**src/rtl/lcd_cmd_pkg.sv**
```systemverilog
package lcd_cmd_pkg;

    localparam int WORD_W   = 16;
    localparam int ADDR_W   = 8;
    localparam int DM_ADR_W = 5;

    localparam logic [7:0] OPC_MODE   = 8'h8E;
    localparam logic [7:0] OPC_DMADDR = 8'h93;
    localparam logic [7:0] OPC_CGADDR = 8'h90;

    localparam logic [DM_ADR_W-1:0] DISP_LAST  = 5'h0D;
    localparam logic [DM_ADR_W-1:0] MARK_FIRST = 5'h10;
    localparam logic [DM_ADR_W-1:0] MARK_LAST  = 5'h1D;
    localparam logic [ADDR_W-1:0]   CG_BAD     = 8'hFF;

    typedef enum logic [1:0] {
        OP_NONE,
        OP_MODE,
        OP_DMADDR,
        OP_CGADDR
    } op_e;

    typedef struct packed {
        op_e               op;
        logic              scan_en;
        logic              pdown;
        logic [ADDR_W-1:0] addr;
        logic              legal;
    } cmd_dec_t;

endpackage

```
**src/rtl/lcd_cmd_decode.sv**
```systemverilog
module lcd_cmd_decode
    import lcd_cmd_pkg::*;
(
    input  logic [WORD_W-1:0] word_i,
    output cmd_dec_t          dec_o
);

    logic [7:0]          opc;
    logic [DM_ADR_W-1:0] dm_addr;
    logic                dm_legal;

    always_comb begin
        opc      = word_i[WORD_W-1:WORD_W-8];
        dm_addr  = word_i[DM_ADR_W-1:0];
        dm_legal = (dm_addr <= DISP_LAST) ||
                   ((dm_addr >= MARK_FIRST) && (dm_addr <= MARK_LAST));

        dec_o         = '0;
        dec_o.op      = OP_NONE;
        dec_o.scan_en = word_i[1];
        dec_o.pdown   = word_i[0];
        dec_o.legal   = 1'b1;

        unique case (opc)
            OPC_MODE: begin
                dec_o.op = OP_MODE;
            end
            OPC_DMADDR: begin
                dec_o.op    = OP_DMADDR;
                dec_o.addr  = {{(ADDR_W-DM_ADR_W){1'b0}}, dm_addr};
                dec_o.legal = dm_legal;
            end
            OPC_CGADDR: begin
                dec_o.op    = OP_CGADDR;
                dec_o.addr  = word_i[ADDR_W-1:0];
                dec_o.legal = (word_i[ADDR_W-1:0] != CG_BAD);
            end
            default: begin
                dec_o.op = OP_NONE;
            end
        endcase
    end

endmodule

```
**src/rtl/lcd_mode_regs.sv**
```systemverilog
module lcd_mode_regs
    import lcd_cmd_pkg::*;
(
    input  logic              clk,
    input  logic              rst_n,
    input  logic              cmd_valid_i,
    input  cmd_dec_t          dec_i,
    output logic              scan_ok_o,
    output logic              pd_enter_o,
    output logic              pdown_o,
    output logic [ADDR_W-1:0] addr_o,
    output logic              err_o
);

    typedef struct packed {
        logic              scan_en;
        logic              pdown;
        logic [ADDR_W-1:0] addr;
        logic              err;
    } mode_state_t;

    mode_state_t st_q, st_d;
    logic        accept;

    always_comb begin
        st_d     = st_q;
        st_d.err = 1'b0;

        // in power-down only the release form of the mode command passes
        accept = cmd_valid_i &&
                 (!st_q.pdown || ((dec_i.op == OP_MODE) && !dec_i.pdown));

        if (accept) begin
            unique case (dec_i.op)
                OP_MODE: begin
                    st_d.scan_en = dec_i.scan_en;
                    st_d.pdown   = dec_i.pdown;
                end
                OP_DMADDR, OP_CGADDR: begin
                    st_d.addr = dec_i.addr;
                    st_d.err  = !dec_i.legal;
                end
                default: ;
            endcase
        end

        scan_ok_o  = st_d.scan_en && !st_d.pdown;
        pd_enter_o = st_d.pdown && !st_q.pdown;
    end

    always_ff @(posedge clk) begin
        if (!rst_n) st_q <= '0;
        else        st_q <= st_d;
    end

    assign pdown_o = st_q.pdown;
    assign addr_o  = st_q.addr;
    assign err_o   = st_q.err;

endmodule

```
**src/rtl/lcd_keyscan.sv**
```systemverilog
module lcd_keyscan #(
    parameter int SCAN_LEN = 8
) (
    input  logic clk,
    input  logic rst_n,
    input  logic scan_ok_i,
    input  logic pd_enter_i,
    input  logic frame_tick_i,
    input  logic key_hit_i,
    output logic busy_o,
    output logic req_o,
    output logic valid_o
);

    localparam int CNT_W = (SCAN_LEN > 1) ? $clog2(SCAN_LEN) : 1;
    localparam logic [CNT_W-1:0] CNT_LAST = CNT_W'(SCAN_LEN - 1);

    typedef struct packed {
        logic             busy;
        logic [CNT_W-1:0] cnt;
        logic             seen;
        logic             req;
        logic             valid;
    } scan_state_t;

    scan_state_t sc_q, sc_d;

    always_comb begin
        sc_d = sc_q;
        if (!scan_ok_i) begin
            if (sc_q.busy) begin
                sc_d.busy  = 1'b0;
                sc_d.seen  = 1'b0;
                sc_d.valid = 1'b0;
            end
        end else if (sc_q.busy) begin
            if (sc_q.cnt == '0) begin
                sc_d.busy  = 1'b0;
                sc_d.req   = sc_q.seen || key_hit_i;
                sc_d.valid = 1'b1;
                sc_d.seen  = 1'b0;
            end else begin
                sc_d.cnt  = sc_q.cnt - 1'b1;
                sc_d.seen = sc_q.seen || key_hit_i;
            end
        end else if (frame_tick_i) begin
            sc_d.busy = 1'b1;
            sc_d.cnt  = CNT_LAST;
            sc_d.seen = 1'b0;
        end
        if (pd_enter_i) sc_d.valid = 1'b0;
    end

    always_ff @(posedge clk) begin
        if (!rst_n) sc_q <= '0;
        else        sc_q <= sc_d;
    end

    assign busy_o  = sc_q.busy;
    assign req_o   = sc_q.req;
    assign valid_o = sc_q.valid;

endmodule

```
**src/rtl/lcd_cmd_decoder.sv**
```systemverilog
module lcd_cmd_decoder
    import lcd_cmd_pkg::*;
#(
    parameter int SCAN_LEN = 8
) (
    input  logic        clk,
    input  logic        rst_n,
    input  logic        cmd_valid,
    input  logic [15:0] cmd_word,
    input  logic        frame_tick,
    input  logic        key_hit,
    output logic        seg_blank,
    output logic        pwr_down,
    output logic        key_req,
    output logic        key_valid,
    output logic [7:0]  addr_cnt,
    output logic        addr_range_err
);

    cmd_dec_t dec;
    logic     scan_ok;
    logic     pd_enter;

    lcd_cmd_decode u_dec (
        .word_i (cmd_word),
        .dec_o  (dec)
    );

    lcd_mode_regs u_regs (
        .clk         (clk),
        .rst_n       (rst_n),
        .cmd_valid_i (cmd_valid),
        .dec_i       (dec),
        .scan_ok_o   (scan_ok),
        .pd_enter_o  (pd_enter),
        .pdown_o     (pwr_down),
        .addr_o      (addr_cnt),
        .err_o       (addr_range_err)
    );

    lcd_keyscan #(.SCAN_LEN(SCAN_LEN)) u_scan (
        .clk          (clk),
        .rst_n        (rst_n),
        .scan_ok_i    (scan_ok),
        .pd_enter_i   (pd_enter),
        .frame_tick_i (frame_tick),
        .key_hit_i    (key_hit),
        .busy_o       (seg_blank),
        .req_o        (key_req),
        .valid_o      (key_valid)
    );

endmodule

```
**config.mk**
```make
export PLATFORM = sky130hd
export DESIGN_NAME = lcd_cmd_decoder
export DESIGN_NICKNAME = d
export VERILOG_FILES = /design/src/rtl/lcd_cmd_pkg.sv /design/src/rtl/lcd_cmd_decode.sv /design/src/rtl/lcd_mode_regs.sv /design/src/rtl/lcd_keyscan.sv /design/src/rtl/lcd_cmd_decoder.sv
export SDC_FILE = /design/constraint.sdc
export NUM_CORES = 1
export LEC_CHECK = 0
export BUFFER_PORTS_ARGS = -buffer_cell sky130_fd_sc_hd__buf_2
export CAP_MARGIN = 0
export CORE_ASPECT_RATIO = 0.9
export CORE_MARGIN = 2
export CORE_UTILIZATION = 25
export CTS_BUF_LIST = sky130_fd_sc_hd__clkbuf_16
export CTS_CLUSTER_DIAMETER = 80
export DETAILED_ROUTE_END_ITERATION = 6
export GPL_TIMING_DRIVEN = 0
export PLACE_DENSITY_LB_ADDON = 0.15
export SKIP_CTS_REPAIR_TIMING = 1
export SLEW_MARGIN = 20
export SYNTH_ARGS = -nofsm -noshare
export SYNTH_HDL_FRONTEND = slang
export SYNTH_HIERARCHICAL = 1
export SYNTH_SLANG_ARGS = --single-unit
```
**constraint.sdc**
```tcl
create_clock -name clk -period 7.3 [get_ports clk]
set_input_delay 1.825 -clock clk [delete_from_list [all_inputs] [get_ports clk]]
set_output_delay 1.825 -clock clk [all_outputs]
set_load 0.1 [all_outputs]
```
==> out/qor.yml <==
grt:
  grt_overflow_total: 0
  grt_pass1_wl_um: 3930
  grt_max_degree: 12
  antenna_found_initial: 0
  grt_pass1_vias: 892
  grt_use_total_pct: 10.6
synthesis:
  synth-edff-count: 0
  ys_types: 40
  synthArstFlopShare_pct: 0
  avgSynthCellArea_um2: 9.59
  yosysTopAreaCell: "dfxtp_1"
  synth_fp_nets: 134
  ys_ff_latch: 18
  synth_top_area_share_pct: 33.8
  synthTopCellsByArea: "dfxtp_1 34%, mux2i_1 10%, buf_4 7.1%, nor2b_1 5.9%, and2_1 5.3%"
  syn_area_um2: 1060
  synth_top_flop_cell: "dfxtp_1"
  yosys_warnings: 6
  syn-instance-count: 111
  yosysSeqAreaShare_pct: 33.8
place:
  post-dp-hpwl_um: 1780
  port-buffer-count: 33
  place_inst: 192
  place_area_um2: 1290
  post-place-ws_ns: 2.91
  globalplace.congestion: 0.683
pwr:
  powerDensity_nw_per_um2: 163
  ir_drop_v: 0.0000731
  cellLeakagePower_nw: 0.668
  power.total_mw: 0.223
route:
  route.vias.total: 864
  drc: 0
  post_drt_wl_per_cell_um: 11.5
  antenna_left: 0
  drtPass1Iterations: 4
  wl_um: 2250
  avgViaCountPerCell: 4.41
  drtIter0Drc: 38
layout:
  n_fill_cell: 456
  final_nets: 172
  layout_commonest_cell: "buf_2"
  most-common-layout-cells: "33 x buf_2, 18 x dfxtp_1, 11 x mux2i_1"
  fin_util_pct: 33.6
  finalNonFillerCells: 196
  area_growth_pct: 28.6
  drive_gt1_share_pct: 38.5
  regArea_um2: 360
  stdcell_area_um2: 1370
  antenna_cells: 0
  multi_input_area_um2: 587
sta:
  tns_ns: 0
  clock_skew_ns: 0.000879
  drv_slew: 0
  max_slew_margin_pct: 55.4
  fmax_mhz: 241
  worst_slew_pin_slew_ns: 0.661
  fin_crit_sh_pct: 56.8
  hold_ws_ns: 0.460
  rsz0062_at_grt: "false"
  finalCriticalPeriod_ns: 4.15
  hold_viol_final: 0
  fin_ws_ns: 3.15
  setup_viol: 0
setup_path:
  crit_chain: "buf_2 > or3b_1 > o21a_1 > nor3_1 > nand3b_1 > o21ai_0 > o21ai_0 > a21oi_1 > mux2i_1"
  worstPathMaxFanout: 6
  slowest_delay_ns: 0.59
  worstSetupPathType: "input pin to flop"
  worstSetupEndpointType: "flop"
  slowest_stage: "o21ai_0"
  cpMostUsedCell: "o21ai_0"
  crit_arrival_ns: 4.32
  crit_required_ns: 7.48
  cp-start-kind: "input pin"
floorplan:
  rows: 22
  dieWidth_um: 72.8
  io_pins: 34
  die-area_um2: 4800
  die_h_um: 65.9
  start_util_pct: 26.1
  core_area_um2: 4070
cts:
  cts_tree: "yes"
  cts.sinks: 18
  clock_path_buffers: 2
  clk_latency_ns: 0.24
  cts_root_buf: "clkbuf_16"
  clk_pin_slew_ns: 0.05
  cts_buffers: 3
  htree_levels: 1
job:
  cap_violations: 0
min_path:
  worst_hold_path_type: "flop to flop"
run_status:
  status: "completed"
final cells by class:
cell class	count	area share [%]
Buffer	13	8.04
Sequential cell	18	26.3
Timing Repair Buffer	33	12.1
Inverter	2	0.548
Clock inverter	1	0.274
Clock buffer	3	5.48
Tap cell	48	4.39
Multi-Input combinational cell	78	42.9
power by group:
part | switching (mW) | total, mW | internal [mW]
registers | 0.0000567 | 0.0985 | 0.0984
logic | 0.00764 | 0.0158 | 0.00813
clock network | 0.0359 | 0.109 | 0.0727
worst max-delay path: cells and delay by family:
kind | cells | cell delay [ns]
compound gates | 4 | 1.36
simple gates | 3 | 0.82
mux | 1 | 0.22
buf+inv | 1 | 0.10
cells in the mapped netlist (all sizes together) (2+ instances only):
| master | n |
|---|---|
| a21oi | 4 |
| and2 | 9 |
| buf | 12 |
| dfxtp | 18 |
| ha | 2 |
| inv | 2 |
| mux2i | 11 |
| nand2 | 7 |
| nand3 | 2 |
| nand3b | 4 |
| nor2b | 11 |
| nor3 | 2 |
| nor3b | 2 |
| o21a | 3 |
| o21ai | 3 |
| or3b | 2 |
sequential cells by signal, indices dropped and copies added, names as in the netlist:
name            count
u_regs/pdown_o      1
u_scan/busy_o       1
u_regs/addr_o       8
u_scan/sc_q         4
u_regs/st_q         1
u_scan/req_o        1
u_scan/valid_o      1
u_regs/err_o        1
path summary, 6_finish.rpt:
check                               startpoint              to  slack, ns  cells after the start
worst max-delay path              cmd_word[11]  u_scan/sc_q[4]       3.15                      9
worst min-delay path            u_scan/sc_q[4]  u_scan/sc_q[4]       0.46                      2
worst max register to register  u_regs/pdown_o  u_scan/sc_q[4]       5.67                      5
worst min register to register  u_scan/sc_q[4]  u_scan/sc_q[4]       0.46                      2
logic make-up (layout without fill, tap and decap cells):
| kind of cell | after synthesis | in the layout | share of synthesized area, % |
|---|---|---|---|
| fa+ha+maj | 2 | 2 | 2.35 |
| buf+inv | 15 | 52 | 11.0 |
| flops | 18 | 18 | 33.8 |
| compound gates | 17 | 17 | 11.4 |
| simple gates | 47 | 47 | 30.2 |
| mux | 11 | 11 | 10.3 |
| xor+xnor | 1 | 1 | 0.823 |
layer usage:
metal  vias to the layer above  global-route usage [%]  routed length [µm]
met4                         0                    5.56                  22
met3                         2                    2.59                  94
li1                        455                       -                   -
met2                        14                    16.5                1030
met5                         -                       0                   0
met1                       393                    13.6                1110
No activity file was read; power rests on OpenSTA's default activity.
